$ cat src/rtl/dfm_pkg.sv
package dfm_pkg;

  // One stored beat: payload plus the tags the reader needs.
  typedef struct packed {
    logic [63:0] data;
    logic        eof;
    logic [2:0]  len;
    logic        abort;
  } dfm_entry_t;

  // Strobes from the arbiter to the output datapath.
  typedef struct packed {
    logic busy;   // a frame is in progress on the output
    logic sel;    // input being forwarded
    logic first;  // next beat is the start beat
  } dfm_ctl_t;

endpackage

$ cat src/rtl/dfm_infifo.sv
module dfm_infifo
  import dfm_pkg::*;
#(
  parameter int DEPTH_F = 16,
  parameter int DELAY   = 0,
  parameter bit STRIP   = 1'b0
) (
  input  logic        clk,
  input  logic        rstN,
  input  logic [63:0] inData,
  input  logic        inSof,
  input  logic        inEof,
  input  logic [2:0]  inLen,
  input  logic        inVld,
  input  logic        inErr,
  input  logic        pop,
  output logic        avail,
  output dfm_entry_t  head
);
  localparam int AW  = $clog2(DEPTH_F);
  localparam int PW  = AW + 1;
  localparam int SAT = (DELAY > 0) ? DELAY : 1;
  localparam int CW  = $clog2(SAT + 1);

  dfm_entry_t mem [DEPTH_F];

  logic [PW-1:0] wrPtr, startPtr, pubPtr, rdPtr;
  logic [PW-1:0] wrNext, startNext, pubNext;
  logic          live, dropping, inFrame;
  logic          liveNext, dropNext, inFrameNext;
  logic [CW-1:0] fBeats, fBeatsNext;

  logic          wrEn;
  logic [AW-1:0] wrAddr;
  dfm_entry_t    wrEntry;

  logic [PW-1:0] count;
  logic          nearFull;
  logic          effDrop, effLive;
  logic [CW-1:0] effBeats, beatsInc;
  logic [PW-1:0] effStart;
  logic [AW-1:0] prevIdx;
  logic          goLive;

  assign count    = wrPtr - rdPtr;
  assign nearFull = count >= PW'(DEPTH_F - 1);
  assign effDrop  = inSof ? 1'b0 : dropping;
  assign effLive  = inSof ? 1'b0 : live;
  assign effBeats = inSof ? '0 : fBeats;
  assign effStart = inSof ? wrPtr : startPtr;
  assign prevIdx  = wrPtr[AW-1:0] - AW'(1);
  assign beatsInc = (effBeats == CW'(SAT)) ? effBeats : effBeats + CW'(1);
  assign goLive   = effLive || ((DELAY != 0) && (int'(beatsInc) >= DELAY));

  always_comb begin
    wrNext      = wrPtr;
    startNext   = startPtr;
    pubNext     = pubPtr;
    liveNext    = live;
    dropNext    = dropping;
    inFrameNext = inFrame;
    fBeatsNext  = fBeats;
    wrEn        = 1'b0;
    wrAddr      = wrPtr[AW-1:0];
    wrEntry     = '0;
    if (inErr) begin
      if (inFrame && !dropping) begin
        if (live) begin
          // released frame: close it with an empty aborted end beat
          wrEn      = 1'b1;
          wrEntry   = '{data: '0, eof: 1'b1, len: 3'd0, abort: 1'b1};
          wrNext    = wrPtr + PW'(1);
          pubNext   = wrPtr + PW'(1);
          startNext = wrPtr + PW'(1);
        end else begin
          wrNext = startPtr;  // discard unreleased beats
        end
      end
      inFrameNext = 1'b0;
      liveNext    = 1'b0;
      dropNext    = 1'b0;
      fBeatsNext  = '0;
    end else if (inVld) begin
      inFrameNext = !inEof;
      if (effDrop) begin
        dropNext = !inEof;
      end else if (nearFull) begin
        if (effLive) begin
          wrEn      = 1'b1;
          wrEntry   = '{data: '0, eof: 1'b1, len: 3'd0, abort: 1'b1};
          wrNext    = wrPtr + PW'(1);
          pubNext   = wrPtr + PW'(1);
          startNext = wrPtr + PW'(1);
        end else begin
          wrNext    = effStart;
          startNext = effStart;
        end
        liveNext   = 1'b0;
        dropNext   = !inEof;
        fBeatsNext = '0;
      end else if (STRIP && inEof && !inSof && (inLen < 3'd4)) begin
        // last kept byte lies in the previous beat: retag it as the end
        wrEn        = 1'b1;
        wrAddr      = prevIdx;
        wrEntry     = mem[prevIdx];
        wrEntry.eof = 1'b1;
        wrEntry.len = inLen + 3'd4;
        pubNext     = wrPtr;
        startNext   = wrPtr;
        liveNext    = 1'b0;
        dropNext    = 1'b0;
        fBeatsNext  = '0;
      end else begin
        wrEn     = 1'b1;
        wrEntry  = '{data: inData, eof: inEof,
                     len: inEof ? (STRIP ? inLen + 3'd4 : inLen) : 3'd0,
                     abort: 1'b0};
        wrNext   = wrPtr + PW'(1);
        dropNext = 1'b0;
        if (inEof) begin
          pubNext    = wrPtr + PW'(1);
          startNext  = wrPtr + PW'(1);
          liveNext   = 1'b0;
          fBeatsNext = '0;
        end else begin
          startNext  = effStart;
          fBeatsNext = beatsInc;
          liveNext   = goLive;
          // a stripping input keeps the newest beat private: its tag may change
          if (goLive) pubNext = STRIP ? wrPtr : wrPtr + PW'(1);
        end
      end
    end
  end

  always_ff @(posedge clk) begin
    if (wrEn) mem[wrAddr] <= wrEntry;
  end

  always_ff @(posedge clk) begin
    if (!rstN) begin
      wrPtr    <= '0;
      startPtr <= '0;
      pubPtr   <= '0;
      rdPtr    <= '0;
      live     <= 1'b0;
      dropping <= 1'b0;
      inFrame  <= 1'b0;
      fBeats   <= '0;
    end else begin
      wrPtr    <= wrNext;
      startPtr <= startNext;
      pubPtr   <= pubNext;
      live     <= liveNext;
      dropping <= dropNext;
      inFrame  <= inFrameNext;
      fBeats   <= fBeatsNext;
      if (pop) rdPtr <= rdPtr + PW'(1);
    end
  end

  assign avail = pubPtr != rdPtr;
  assign head  = mem[rdPtr[AW-1:0]];

  // storage never holds more beats than it has entries
  p_no_overflow_r10: assert property (@(posedge clk) disable iff (!rstN)
    count <= PW'(DEPTH_F));
  // the reader only takes released beats
  p_pop_released_r2: assert property (@(posedge clk) disable iff (!rstN)
    pop |-> avail);
  // released beats always lie inside stored ones
  p_pub_inside_r9: assert property (@(posedge clk) disable iff (!rstN)
    (pubPtr - rdPtr) <= count);

endmodule

$ cat src/rtl/dfm_ctrl.sv
module dfm_ctrl
  import dfm_pkg::*;
(
  input  logic       clk,
  input  logic       rstN,
  input  logic [1:0] ready,
  input  logic       xfer,
  input  logic       xferEof,
  output dfm_ctl_t   ctl
);
  logic busy, sel, first, lastSel;
  logic pick;

  assign pick = (ready == 2'b11) ? !lastSel : ready[1];

  always_ff @(posedge clk) begin
    if (!rstN) begin
      busy    <= 1'b0;
      sel     <= 1'b0;
      first   <= 1'b0;
      lastSel <= 1'b1;
    end else if (!busy) begin
      if (ready != 2'b00) begin
        busy  <= 1'b1;
        sel   <= pick;
        first <= 1'b1;
      end
    end else if (xfer) begin
      first <= 1'b0;
      if (xferEof) begin
        busy    <= 1'b0;
        lastSel <= sel;
      end
    end
  end

  assign ctl = '{busy: busy, sel: sel, first: first};

  // the selected input holds for the whole frame
  p_sel_hold_r3: assert property (@(posedge clk) disable iff (!rstN)
    busy && !(xfer && xferEof) |=> busy && $stable(sel));
  // with both inputs ready, the other input goes next
  p_alternate_r3: assert property (@(posedge clk) disable iff (!rstN)
    !busy && ready == 2'b11 |=> sel != lastSel);

endmodule

$ cat src/rtl/dfm_outpath.sv
module dfm_outpath
  import dfm_pkg::*;
(
  input  logic             clk,
  input  logic             rstN,
  input  dfm_ctl_t         ctl,
  input  dfm_entry_t [1:0] heads,
  input  logic [1:0]       avail,
  input  logic             outAck,
  output logic [63:0]      outData,
  output logic             outSof,
  output logic             outEof,
  output logic [2:0]       outLen,
  output logic             outErr,
  output logic             outVld,
  output logic [1:0]       pop,
  output logic             xfer,
  output logic             xferEof
);
  dfm_entry_t h;

  assign h       = heads[ctl.sel];
  assign outVld  = ctl.busy && avail[ctl.sel];
  assign outData = h.data;
  assign outSof  = outVld && ctl.first;
  assign outEof  = outVld && h.eof;
  assign outLen  = outEof ? h.len : 3'd0;
  assign outErr  = outEof && h.abort;
  assign xfer    = outVld && outAck;
  assign xferEof = xfer && h.eof;
  assign pop     = xfer ? (ctl.sel ? 2'b10 : 2'b01) : 2'b00;

  // an idle cycle follows every transferred end beat
  p_gap_after_eof_r4: assert property (@(posedge clk) disable iff (!rstN)
    outVld && outAck && outEof |=> !outVld);
  // a stalled beat holds
  p_stall_hold_r5: assert property (@(posedge clk) disable iff (!rstN)
    outVld && !outAck |=> outVld && $stable(outData) && $stable(outSof)
                          && $stable(outEof) && $stable(outLen));
  // valid stays up through a frame
  p_valid_run_r5: assert property (@(posedge clk) disable iff (!rstN)
    outVld && !(outAck && outEof) |=> outVld);
  // start flag on one beat only
  p_sof_single_r2: assert property (@(posedge clk) disable iff (!rstN)
    outSof && outAck |=> !outSof);

endmodule

$ cat src/rtl/dual_frame_mux.sv
module dual_frame_mux
  import dfm_pkg::*;
#(
  parameter int DEPTH      = 32,
  parameter int IN0_DELAY  = 0,
  parameter int IN1_DELAY  = 2,
  parameter bit STRIP_FCS0 = 1'b0,
  parameter bit STRIP_FCS1 = 1'b1
) (
  input  logic        clk,
  input  logic        rstN,
  input  logic [63:0] in0Data,
  input  logic        in0Sof,
  input  logic        in0Eof,
  input  logic [2:0]  in0Len,
  input  logic        in0Vld,
  input  logic        in0Err,
  input  logic [63:0] in1Data,
  input  logic        in1Sof,
  input  logic        in1Eof,
  input  logic [2:0]  in1Len,
  input  logic        in1Vld,
  input  logic        in1Err,
  output logic [63:0] outData,
  output logic        outSof,
  output logic        outEof,
  output logic [2:0]  outLen,
  output logic        outErr,
  output logic        outVld,
  input  logic        outAck
);
  localparam int FIFO_DEPTH = DEPTH / 2;

  logic [63:0]      inDataA [2];
  logic [2:0]       inLenA  [2];
  logic [1:0]       inSofA, inEofA, inVldA, inErrA;
  dfm_entry_t [1:0] heads;
  logic [1:0]       avail, pop;
  logic             xfer, xferEof;
  dfm_ctl_t         ctl;

  assign inDataA[0] = in0Data;
  assign inDataA[1] = in1Data;
  assign inLenA[0]  = in0Len;
  assign inLenA[1]  = in1Len;
  assign inSofA     = {in1Sof, in0Sof};
  assign inEofA     = {in1Eof, in0Eof};
  assign inVldA     = {in1Vld, in0Vld};
  assign inErrA     = {in1Err, in0Err};

  for (genvar g = 0; g < 2; g++) begin : g_in
    localparam int GDELAY = (g == 0) ? IN0_DELAY : IN1_DELAY;
    localparam bit GSTRIP = (g == 0) ? STRIP_FCS0 : STRIP_FCS1;
    dfm_infifo #(.DEPTH_F(FIFO_DEPTH), .DELAY(GDELAY), .STRIP(GSTRIP)) fifo_i (
      .clk(clk), .rstN(rstN),
      .inData(inDataA[g]), .inSof(inSofA[g]), .inEof(inEofA[g]),
      .inLen(inLenA[g]), .inVld(inVldA[g]), .inErr(inErrA[g]),
      .pop(pop[g]), .avail(avail[g]), .head(heads[g])
    );
  end

  dfm_ctrl ctrl_i (
    .clk(clk), .rstN(rstN), .ready(avail),
    .xfer(xfer), .xferEof(xferEof), .ctl(ctl)
  );

  dfm_outpath out_i (
    .clk(clk), .rstN(rstN), .ctl(ctl), .heads(heads), .avail(avail),
    .outAck(outAck), .outData(outData), .outSof(outSof), .outEof(outEof),
    .outLen(outLen), .outErr(outErr), .outVld(outVld), .pop(pop),
    .xfer(xfer), .xferEof(xferEof)
  );

  // nothing is offered straight after reset
  p_idle_after_reset_r1: assert property (@(posedge clk)
    !rstN |=> !outVld);

endmodule

$ cat config.mk
export PLATFORM = sky130hd
export DESIGN_NAME = dual_frame_mux
export DESIGN_NICKNAME = d
export VERILOG_FILES = /design/src/rtl/dfm_pkg.sv /design/src/rtl/dfm_infifo.sv /design/src/rtl/dfm_ctrl.sv /design/src/rtl/dfm_outpath.sv /design/src/rtl/dual_frame_mux.sv
export SDC_FILE = /design/constraint.sdc
export NUM_CORES = 2
export LEC_CHECK = 0
export BUFFER_PORTS_ARGS = -buffer_cell sky130_fd_sc_hd__clkbuf_2
export CORE_MARGIN = 2
export CORE_UTILIZATION = 50
export CTS_CLUSTER_SIZE = 28
export DETAILED_ROUTE_END_ITERATION = 8
export GPL_TIMING_DRIVEN = 0
export HOLD_SLACK_MARGIN = 0.12
export PLACE_DENSITY = 0.69
export SETUP_SLACK_MARGIN = 0.5
export SLEW_MARGIN = 10
export SYNTH_ARGS = -nofsm -noshare
export SYNTH_HDL_FRONTEND = slang
export SYNTH_HIERARCHICAL = 1
export SYNTH_SLANG_ARGS = --single-unit
$ cat constraint.sdc
create_clock -name clk -period 8.1 [get_ports clk]
set_clock_uncertainty 0.1 [all_clocks]
set_input_delay 0 -clock clk [delete_from_list [all_inputs] [get_ports clk]]
set_output_delay 0 -clock clk [all_outputs]
set_load 0.05 [all_outputs]
==> flow_summary.ini <==
[run_status]
status = finished clean

[route]
routed_wl_um = 273000
remaining_drc_errors = 0
drtPass1Iterations = 6
antenna_left = 0
top_layer = met5
via_count = 52500
vias_per_cell = 6.55
met2_length_um = 136000
wl_per_cell_um = 34.0
met3WireLength_um = 26100
wl_met1_um = 97900
drtIter0Drc = 7001

[worst_setup_path]
cp_max_fo = 14
slowest_stage = xor2_2
worstPathCellList = clkbuf_1 -> buf_4 -> buf_2 -> buf_4 -> inv_2 -> ha_1 -> xor2_2 -> buf_2 -> buf_2 -> nand2_1 -> nor4_1 -> a31oi_1 -> a21oi_4 -> buf_12 -> buf_16
crit_top_cell = buf_2
slowest_delay_ps = 990
critPathKind = flip-flop to flip-flop
cp_data_arrival_time_ps = 6980
end_kind = flip-flop
required_ps = 8570
worstSetupStartpointType = flip-flop

[sta]
setup_viol = 0
period_share_pct = 80.4
clock.fmax_ghz = 0.154
finalHoldViolCount = 0
worst_slew_pin_slew_ps = 1280
fin_ws_ps = 1590
rsz0062_at_grt = false
slew_headroom_pct = 14.7
timing.final.crit_period_ps = 6510
slew_violations = 0
holdWs_ps = 170

[yosys]
syn_area_um2 = 97500
synth_nets = 4700
synth_compound_area_share_pct = 2.68
yosysSeqAreaShare_pct = 69.2
synth_top_family_by_area = multiplexers
yosysUniqueCellTypes = 92
avgSynthCellArea_um2 = 21.5
ys.flop_type = edfxtp_1
synth_edf_count = 2208
synth-seq-cells = 2268
yosysTopAreaCell = edfxtp_1
yosys.area_share.simple_pct = 2.13
synth_xor_area_share_pct = 0.337
synth.area.mux_share_pct = 23.7
synthAdderAreaFrac_pct = 0.259
synthTopCellsByArea = edfxtp_1 68%, mux4_2 22%, dfxtp_1 1.2%
synthCells = 4536
synth-async-reset-ratio_pct = 0
ys_warn_count = 6
synth_top_cell_area_share_pct = 68.0

[die]
rows = 162
die_area_um2 = 199000
core-area_um2 = 194000
die_w_um = 446
fp.dieH_um = 446
pin_count = 216
start_util_pct = 50.2

[grt]
grt_max_degree = 21
grt_remaining_overflow = 0
grt_pass1_vias = 53300
grt_pass1_wl_um = 386000
antenna_found_initial = 10
grt_usage_pct = 27.7

[clocking]
numCtsBuffers = 223
root_buffer = clkbuf_16
cts_tree = built
htreeDepth = 4
clkSinkCount = 2268
postCtsResizedCells = 0
path_clk_slew_ps = 60
cts_buffer_depth = 3
clk_latency_ps = 900

[final_layout]
seqCellArea_um2 = 67500
syn_to_final_growth_pct = 17.1
finalNetCount = 5455
drive_above_1_share_pct = 35.0
multi_input_area_um2 = 28700
final_cell_area_um2 = 114000
n_fill_cell = 13600

[pwr]
p_per_area_nw_per_um2 = 230
peakVddDrop_mv = 0.178
p_leak_nw = 35.9

[placed_design]
placed_area_um2 = 105000
hpwl_um = 184000
place_congestion = 0.832
dpl_worst_slack_ps = 1820
numPortBuffers = 215

[hold_path]
hold_class = primary input to flip-flop

[flow_run]
maxCapViolCount = 0
[cell usage after synthesis (4+ instances only)]
cell         n
buf_6        9
nand2_1     47
mux2_2      71
o221a_2      9
inv_1       25
xnor2_1     19
nor3_1      15
mux4_2     950
nand4_1      7
and4_1       4
buf_2       86
buf_4       34
o21ai_0     24
a211oi_1   138
dfxtp_1     60
nand3b_1     4
xor2_1      13
ha_1        17
a21o_1       4
and2_1      66
nor2b_1     72
edfxtp_1  2208
buf_1       15
mux2i_1     90
and3_1       8
nor2_1     122
nand3_1     13
o211ai_1     5
o21a_1       5
a21boi_0     4
a21oi_1    122
clkbuf_1   168
[cells by family after synthesis]
| kind of cell | Yosys count |
|---|---|
| DFF | 2268 |
| adders and majority gates | 19 |
| xor gates and xnor gates | 35 |
| and+or+nand+nor | 390 |
| muxes | 1111 |
| buffers and inverters | 345 |
| AOI/OAI and AO/OA | 368 |
[timing repair]
item | in CTS | in global routing
hold buffers | 165 | 0
endpoints found under the hold margin | 2252 | 0
setup buffers | 0 | 0
[path summary, 6_finish.rpt]
kind                                              start                          to  slack, ps  cells past startpoint
worst max-delay path            g_in[1].fifo_i/wrPtr[0]   g_in[1].fifo_i/mem[4][61]       1590                     15
worst min-delay path                        in0Data[53]  g_in[0].fifo_i/mem[12][58]        170                      3
worst max register to register  g_in[1].fifo_i/wrPtr[0]   g_in[1].fifo_i/mem[4][61]       1590                     15
worst min register to register             ctrl_i/first                ctrl_i/first        370                      2
[critical path, delay by kind of cell, from the launching register on]
family	cells	cell delay [ps]
flip-flops	1	400
XOR/XNOR	1	990
AO/OA/AOI/OAI	2	820
AND/OR/NAND/NOR	2	490
adder cells (fa/ha/maj)	1	300
buffers and inverters	9	3020
[layout make-up]
cell class / count / share of cell area [%]
sequential: 2268 / 59.1
antenna: 1 / 0.00219
buffer: 318 / 1.35
multi-input combinational: 1923 / 25.1
clock buffer: 272 / 5.08
inverter: 27 / 0.0887
tap: 2542 / 2.78
clock inverter: 137 / 1.15
timing repair buffer: 530 / 5.33
[report_power, final]
part	internal [mW]	switching (mW)
combinational	1.11	1.93
clock	5.71	4.44
sequential	13.1	0.0514
total	19.9	6.42
[layer usage]
layer	up-vias	track usage (%)
met5	-	0
met4	2	12.1
met3	561	5.73
met2	2955	45.7
met1	27900	35.8
li1	21100	-
[placed cells by master (no fill, tap or decap), types with 14 or more instances in the layout]
| cell type | count |
|---|---|
| buf_2 | 86 |
| clkbuf_2 | 221 |
| nand2_1 | 47 |
| buf_8 | 22 |
| buf_4 | 37 |
| a21oi_1 | 106 |
| nor2b_1 | 72 |
| dfxtp_1 | 60 |
| and2_1 | 66 |
| mux2i_1 | 90 |
| xnor2_1 | 19 |
| inv_1 | 25 |
| buf_16 | 69 |
| o21ai_0 | 22 |
| a21oi_4 | 16 |
| a211oi_1 | 138 |
| mux4_2 | 950 |
| clkinv_2 | 44 |
| ha_1 | 17 |
| clkinv_1 | 53 |
| mux2_2 | 71 |
| bufinv_16 | 19 |
| edfxtp_1 | 2208 |
| dlygate4sd3_1 | 165 |
| nor2_1 | 110 |
| clkbuf_1 | 212 |
| clkbuf_16 | 224 |
| buf_1 | 14 |
| buf_12 | 56 |
[state kept, by name, summed over array words and instances, names as in the netlist, named ones only]
name and cells:
g_in.fifo_i/fBeats 2, g_in.fifo_i/inFrame 2, ctrl_i/sel 1, g_in.fifo_i/rdPtr 10, g_in.fifo_i/startPtr 10, ctrl_i/lastSel 1, g_in.fifo_i/mem 2208, ctrl_i/busy 1
g_in.fifo_i/dropping 2, g_in.fifo_i/live 2, g_in.fifo_i/wrPtr 10, g_in.fifo_i/pubPtr 10, ctrl_i/first 1
[metrics by stage]
stage	utilization, %	setup TNS [ps]	instances	total power, mW
3_3_place_gp	52.4	-7182230	7293	16.2
3_5_place_dp	54.3	0	7443	16.3
2_1_floorplan	-	0	4536	15.2
5_1_grt	58.8	0	8017	27.0
6_report	58.8	0	8018	26.3
4_1_cts	58.8	0	8017	26.4
No activity file was read; power rests on OpenSTA's default activity.
